File: config.mk
export PLATFORM = sky130hd
export DESIGN_NAME = crc32_aug_serial
export DESIGN_NICKNAME = d
export VERILOG_FILES = /design/src/rtl/crc_aug_pkg.sv /design/src/rtl/crc_aug_ctrl.sv /design/src/rtl/crc_aug_feed.sv /design/src/rtl/crc_aug_rem.sv /design/src/rtl/crc32_aug_serial.sv
export SDC_FILE = /design/constraint.sdc
export NUM_CORES = 1
export LEC_CHECK = 0
export ABC_CLOCK_PERIOD_IN_PS = 1400
export CORE_MARGIN = 2
export CORE_UTILIZATION = 40
export DETAILED_ROUTE_END_ITERATION = 12
export GPL_ROUTABILITY_DRIVEN = 0
export GPL_TIMING_DRIVEN = 0
export PLACE_DENSITY = 0.69
export SLEW_MARGIN = 5
export SYNTH_ARGS = -nofsm -noshare
export SYNTH_HDL_FRONTEND = slang
export SYNTH_SLANG_ARGS = --single-unit
File: constraint.sdc
create_clock -name clk -period 1.4 [get_ports clk]
set_input_delay 0.28 -clock clk [delete_from_list [all_inputs] [get_ports clk]]
set_output_delay 0.28 -clock clk [all_outputs]
set_load 0.05 [all_outputs]
File: src/rtl/crc_aug_pkg.sv
package crc_aug_pkg;

    typedef enum logic [2:0] {
        S_IDLE,
        S_PRE,
        S_BODY,
        S_SHIFT,
        S_DONE,
        S_FAULT
    } crc_state_t;

endpackage

File: src/rtl/crc_aug_ctrl.sv
module crc_aug_ctrl
    import crc_aug_pkg::*;
#(
    parameter int PRE_BYTES = 4,
    parameter int IDX_W     = 2
) (
    input  logic             clk,
    input  logic             rst,
    input  logic             in_valid,
    input  logic             in_sof,
    input  logic             in_eof,
    input  logic             last_bit,
    output logic             in_ready,
    output logic             pre_load,
    output logic [IDX_W-1:0] pre_idx,
    output logic             feed_load,
    output logic             shift_en,
    output logic             done,
    output logic             err
);

    crc_state_t       state_q, state_d;
    logic [IDX_W-1:0] pre_cnt_q;
    logic             eof_q;
    logic             take;
    logic             restart;
    logic             last_pre;

    assign last_pre = (pre_cnt_q == IDX_W'(PRE_BYTES - 1));

    // state register
    always_ff @(posedge clk) begin
        if (rst) state_q <= S_IDLE;
        else     state_q <= state_d;
    end

    // transitions
    always_comb begin
        state_d = state_q;
        unique case (state_q)
            S_IDLE: begin
                if (take && in_sof) state_d = in_eof ? S_FAULT : S_PRE;
            end
            S_PRE: begin
                if (take) begin
                    if (in_sof)        state_d = in_eof ? S_FAULT : S_PRE;
                    else if (in_eof)   state_d = last_pre ? S_DONE : S_FAULT;
                    else if (last_pre) state_d = S_BODY;
                end
            end
            S_BODY: begin
                if (take) begin
                    if (in_sof) state_d = in_eof ? S_FAULT : S_PRE;
                    else        state_d = S_SHIFT;
                end
            end
            S_SHIFT: begin
                if (last_bit) state_d = eof_q ? S_DONE : S_BODY;
            end
            S_DONE:  state_d = S_IDLE;
            S_FAULT: state_d = S_IDLE;
            default: state_d = S_IDLE;
        endcase
    end

    // outputs
    always_comb begin
        in_ready  = (state_q == S_IDLE) || (state_q == S_PRE) || (state_q == S_BODY);
        take      = in_valid && in_ready;
        restart   = take && in_sof;
        pre_load  = restart || (take && (state_q == S_PRE));
        pre_idx   = restart ? '0 : pre_cnt_q;
        feed_load = take && !in_sof && (state_q == S_BODY);
        shift_en  = (state_q == S_SHIFT);
        done      = (state_q == S_DONE);
        err       = (state_q == S_FAULT);
    end

    // preload counter and end-of-frame latch
    always_ff @(posedge clk) begin
        if (rst) begin
            pre_cnt_q <= '0;
            eof_q     <= 1'b0;
        end else begin
            if (restart)
                pre_cnt_q <= IDX_W'(1);
            else if (take && (state_q == S_PRE))
                pre_cnt_q <= pre_cnt_q + IDX_W'(1);
            else if ((state_q == S_DONE) || (state_q == S_FAULT))
                pre_cnt_q <= '0;
            if (feed_load)
                eof_q <= in_eof;
        end
    end

    AST_DONE_SINGLE: assert property (@(posedge clk) disable iff (rst)
        done |=> !done);
    AST_ERR_SINGLE: assert property (@(posedge clk) disable iff (rst)
        err |=> !err);
    AST_DONE_ERR_EXCL: assert property (@(posedge clk) disable iff (rst)
        !(done && err));

endmodule

File: src/rtl/crc_aug_feed.sv
module crc_aug_feed #(
    parameter int BYTE_W = 8,
    parameter int CNT_W  = 3
) (
    input  logic              clk,
    input  logic              rst,
    input  logic              load,
    input  logic [BYTE_W-1:0] load_byte,
    input  logic              shift_en,
    output logic              bit_out,
    output logic              last_bit
);

    logic [BYTE_W-1:0] sreg_q;
    logic [CNT_W-1:0]  bcnt_q;

    always_ff @(posedge clk) begin
        if (rst) begin
            sreg_q <= '0;
            bcnt_q <= '0;
        end else if (load) begin
            sreg_q <= load_byte;
            bcnt_q <= '0;
        end else if (shift_en) begin
            sreg_q <= {sreg_q[BYTE_W-2:0], 1'b0};
            bcnt_q <= bcnt_q + CNT_W'(1);
        end
    end

    assign bit_out  = sreg_q[BYTE_W-1];
    assign last_bit = shift_en && (bcnt_q == CNT_W'(BYTE_W - 1));

    AST_NO_LOAD_MID_BYTE: assert property (@(posedge clk) disable iff (rst)
        (shift_en && !last_bit) |=> !load);

endmodule

File: src/rtl/crc_aug_rem.sv
module crc_aug_rem #(
    parameter int              CRC_W  = 32,
    parameter int              BYTE_W = 8,
    parameter int              IDX_W  = 2,
    parameter logic [CRC_W-1:0] POLY  = 32'h04C11DB7
) (
    input  logic              clk,
    input  logic              rst,
    input  logic              pre_load,
    input  logic [IDX_W-1:0]  pre_idx,
    input  logic [BYTE_W-1:0] pre_byte,
    input  logic              shift_en,
    input  logic              bit_in,
    output logic [CRC_W-1:0]  rem
);

    localparam int LANES = CRC_W / BYTE_W;

    logic [CRC_W-1:0] rem_q;
    logic [CRC_W-1:0] load_val;
    logic [CRC_W-1:0] step_val;
    logic [LANES-1:0] lane_hit;

    for (genvar g = 0; g < LANES; g++) begin : g_lane
        localparam int TOP = CRC_W - 1 - g * BYTE_W;
        assign lane_hit[g] = pre_load && (pre_idx == IDX_W'(g));
        assign load_val[TOP -: BYTE_W] = lane_hit[g] ? ~pre_byte : rem_q[TOP -: BYTE_W];
    end

    assign step_val = {rem_q[CRC_W-2:0], bit_in} ^ (rem_q[CRC_W-1] ? POLY : '0);

    always_ff @(posedge clk) begin
        if (rst)           rem_q <= '0;
        else if (pre_load) rem_q <= load_val;
        else if (shift_en) rem_q <= step_val;
    end

    assign rem = rem_q;

    AST_ONE_LANE: assert property (@(posedge clk) disable iff (rst)
        $onehot0(lane_hit));

endmodule

File: src/rtl/crc32_aug_serial.sv
module crc32_aug_serial #(
    parameter int               CRC_W  = 32,
    parameter int               BYTE_W = 8,
    parameter logic [CRC_W-1:0] POLY   = 32'h04C11DB7
) (
    input  logic              clk,
    input  logic              rst,
    input  logic              in_valid,
    input  logic [BYTE_W-1:0] in_data,
    input  logic              in_sof,
    input  logic              in_eof,
    output logic              in_ready,
    output logic              done,
    output logic              err,
    output logic [CRC_W-1:0]  res_crc
);

    localparam int PRE_BYTES = CRC_W / BYTE_W;
    localparam int IDX_W     = (PRE_BYTES > 1) ? $clog2(PRE_BYTES) : 1;
    localparam int CNT_W     = $clog2(BYTE_W);

    logic             pre_load;
    logic [IDX_W-1:0] pre_idx;
    logic             feed_load;
    logic             shift_en;
    logic             last_bit;
    logic             bit_s;
    logic [CRC_W-1:0] rem;

    crc_aug_ctrl #(.PRE_BYTES(PRE_BYTES), .IDX_W(IDX_W)) u_ctrl (
        .clk(clk), .rst(rst), .in_valid(in_valid), .in_sof(in_sof),
        .in_eof(in_eof), .last_bit(last_bit), .in_ready(in_ready),
        .pre_load(pre_load), .pre_idx(pre_idx), .feed_load(feed_load),
        .shift_en(shift_en), .done(done), .err(err)
    );

    crc_aug_feed #(.BYTE_W(BYTE_W), .CNT_W(CNT_W)) u_feed (
        .clk(clk), .rst(rst), .load(feed_load), .load_byte(in_data),
        .shift_en(shift_en), .bit_out(bit_s), .last_bit(last_bit)
    );

    crc_aug_rem #(.CRC_W(CRC_W), .BYTE_W(BYTE_W), .IDX_W(IDX_W), .POLY(POLY)) u_rem (
        .clk(clk), .rst(rst), .pre_load(pre_load), .pre_idx(pre_idx),
        .pre_byte(in_data), .shift_en(shift_en), .bit_in(bit_s), .rem(rem)
    );

    assign res_crc = ~rem;

    AST_RESULT_HOLD: assert property (@(posedge clk) disable iff (rst)
        done |=> $stable(res_crc));
    AST_QUIET_WHILE_SHIFT: assert property (@(posedge clk) disable iff (rst)
        shift_en |-> !in_ready);

endmodule

==> results.yml <==
run_status:
  status: "finished, violations left"
  violations: "negative setup slack"
global_routing:
  grt_pass1_wl_um: 11900
  grt_use_total_pct: 21.05
  use_met1_pct: 28.81
  grt_max_degree: 18
  use_met2_pct: 33.43
  grt_pass1_vias: 2351
  antenna_found_initial: 0
  grt.busiest_layer: "met2"
  use_met3_pct: 3.976
  grt-ovfl-total: 0
setup_path:
  reg2reg_from: "u_ctrl.state_q[1]"
  worst_ep_required_time_ns: 1.12
  path_cells: "buf_6 > buf_8 > nand2b_4 > nor2_4 > buf_6"
  critPathArrivalTime_ns: 1.30
  crit_path_start: "u_ctrl.state_q[1]"
  worstSetupPathType: "reg2out"
  cpPeakStageDelay_ns: 0.34
  cp_common_cell: "buf_6"
  cp-end-kind: "output pin"
  cp_slowest_cell: "dfxtp_2"
  reg2reg_slack_ns: -0.17
  crit_path_start_kind: "flop"
  path_max_fanout: 4
sta:
  hold_viol_final: 0
  timing.hold.ws_ns: 0.3409
  setup_viol: 36
  slew_headroom_pct: 74.44
  finalCriticalPeriod_ns: 1.582
  tightest_slew_ns: 0.3835
  rsz0062_at_grt: "true"
  clock_skew_ns: 0.006056
  setup_ws_ns: -0.1818
  maxSlewViolCount: 0
  period_share_pct: 113.0
  fin_tns_setup_ns: -4.783
  fmax_mhz: 632.2
synth:
  syn_inst: 297
  ys_seq_elements: 49
  yosys-top-cells-area: "dfxtp_1 (39%), a32o_1 (13%), nand2_1 (9.1%)"
  ys_seq_area_share_pct: 39.02
  synth_ff_type: "dfxtp_1"
  synth.distinct_cells: 39
  synth_top_area_share_pct: 39.02
  syn_avg_cell_area_um2: 8.464
  syn_area_um2: 2514
  synth_edf_count: 0
  ys_warn_count: 0
  yosys.area.top_type: "dfxtp_1"
  ys_async_sr_fraction_pct: 0
  syn-num-nets: 313
routing:
  drc: 0
  drtIter0Drc: 232
  drt_pass1_iterations: 5
  num_vias: 2574
  ant_nets: 0
  drt_wl_total_um: 7968
  avgViaCountPerCell: 5.695
  avgRoutedWirePerCell_um: 17.63
power_and_ir_drop:
  ir_drop_v: 0.0008368
  total_leakage_power_nw: 1.462
  seq_power_share_pct: 48.6
  power_switching_mw: 0.9091
  internal_power_mw: 2.032
  power_frac_clock_pct: 31.2
  p_comb_share_pct: 20.2
  swShare_pct: 30.91
  power_density_nw_per_um2: 783.5
final_layout:
  area_delta_synth_final_pct: 49.33
  drive_gt1_share_pct: 43.24
  nNetsFinal: 392
  diodes: 0
clocking:
  tritoncts: "built"
  cts_buffer_depth: 2
  cts_buffers: 5
  cts_sinks: 49
  worstSkewPairLatency_ns: 0.32
  cts.clk_slew.worst_paths_ns: 0.10
  root_buffer: "clkbuf_8"
  holdBufCountCts: 0
  cts-htree-levels: 2
floorplanning:
  fp-row-count: 28
  num_io_pins: 48
  start_util_pct: 41.96
  die_area_um2: 6934
  fp.dieW_um: 83.27
  core_um2: 5991
  dieHeight_um: 83.27
place:
  io_buffers: 45
  dp_hpwl_um: 4656
run:
  drv_cap: 0
min_path:
  holdCritStartpoint: "in_valid"
  hold_path_class: "in2reg"
final timing paths:
kind,to,cells past startpoint
worst min register to register,u_rem.rem[8],1
worst max-delay path,done,5
worst max register to register,u_rem.rem[3],7
worst min-delay path,u_ctrl.pre_cnt_q[1],4
area by class of cell:
type,instances,area [um^2]
buffer,16,177.7
multi-input combinational,194,1599
timing repair buffer,75,665.6
clock buffer,5,68.82
sequential,49,991.0
tap,75,93.84
fill,490,2237
inverter,35,131.4
clock inverter,3,26.28
power groups by stage:
stage | combinational (mW) | clock (mW) | sequential, mW
global placement | 0.392 | 0 | 1.46
CTS | 0.532 | 0.928 | 1.43
floorplan | 0.271 | 0 | 1.45
global route | 0.626 | 0.973 | 1.43
finish | 0.593 | 0.919 | 1.43
detailed placement | 0.395 | 0 | 1.46
through the flow:
stage                     worst slack [ns]  std cells  util (%)  total power, mW  area [um^2]
after floorplan                   -0.09268        297         -            1.724         2542
after global placement             -0.8132        417     51.52            1.849         3087
after detailed placement           -0.8319        417     51.52            1.852         3087
after CTS                          -0.1641        445     61.53            2.885         3686
after global routing               -0.2110        452     62.66            3.031         3754
final                              -0.1818        452     62.66            2.941         3754
repair_timing:
item                       CTS  global route
cloned                       4             0
resized for setup          216            76
setup endpoints to repair   82            67
buffers inserted            17             9
pin swaps                   38            21
placed cells by master (no fill, tap or decap), types with 5 or more instances in the layout:
cell / instances
dfxtp_1: 43
inv_1: 34
a32o_1: 33
nand2_2: 30
buf_2: 22
nand2_1: 22
buf_4: 19
buf_6: 15
xnor2_1: 14
clkdlybuf4s50_1: 10
clkdlybuf4s15_2: 9
buf_8: 8
a21oi_1: 8
nor2_1: 8
nand2_4: 7
nand3_1: 6
clkbuf_8: 5
dfxtp_2: 5
sequential cells by signal (all words and copies together) (netlist names):
signal	flops
u_ctrl.eof_q	1
u_ctrl.pre_cnt_q	2
u_ctrl.state_q	3
u_rem.rem	32
u_feed.bcnt_q	3
u_feed.sreg_q	8
cells in the mapped netlist, types with 4 or more instances:
library cell,instances
a21oi_1,10
a311oi_1,6
a32o_1,33
buf_2,10
buf_4,4
clkbuf_1,4
dfxtp_1,49
inv_1,35
nand2_1,61
nand3_1,7
nor2_1,12
nor2b_1,6
nor3_1,4
o21a_1,4
o21ai_0,4
xnor2_1,14
layer usage:
metal,vias to the layer above,share of wire [%]
met1,1243,43
met4,0,1.9
li1,1194,-
met2,122,47
met5,-,0
met3,15,7.4
worst max-delay path, delay by kind of cell, from the launching register on:
| family | cells | cell delay (ns) |
|---|---|---|
| DFF | 1 | 0.34 |
| and+or+nand+nor | 2 | 0.25 |
| buffers and inverters | 3 | 0.40 |
cell families (layout without fill, tap and decap cells):
| logic type | Yosys count | in the layout | synth area share [%] |
|---|---|---|---|
| AO/OA/AOI/OAI | 69 | 69 | 24.59 |
| adder cells (fa/ha/maj) | 3 | 3 | 1.493 |
| XOR/XNOR | 15 | 15 | 5.227 |
| AND/OR/NAND/NOR | 104 | 104 | 19.01 |
| flip-flops | 49 | 49 | 39.02 |
| multiplexers | 3 | 3 | 1.195 |
| buffers and inverters | 54 | 134 | 9.458 |
No activity file was read; power rests on OpenSTA's default activity.
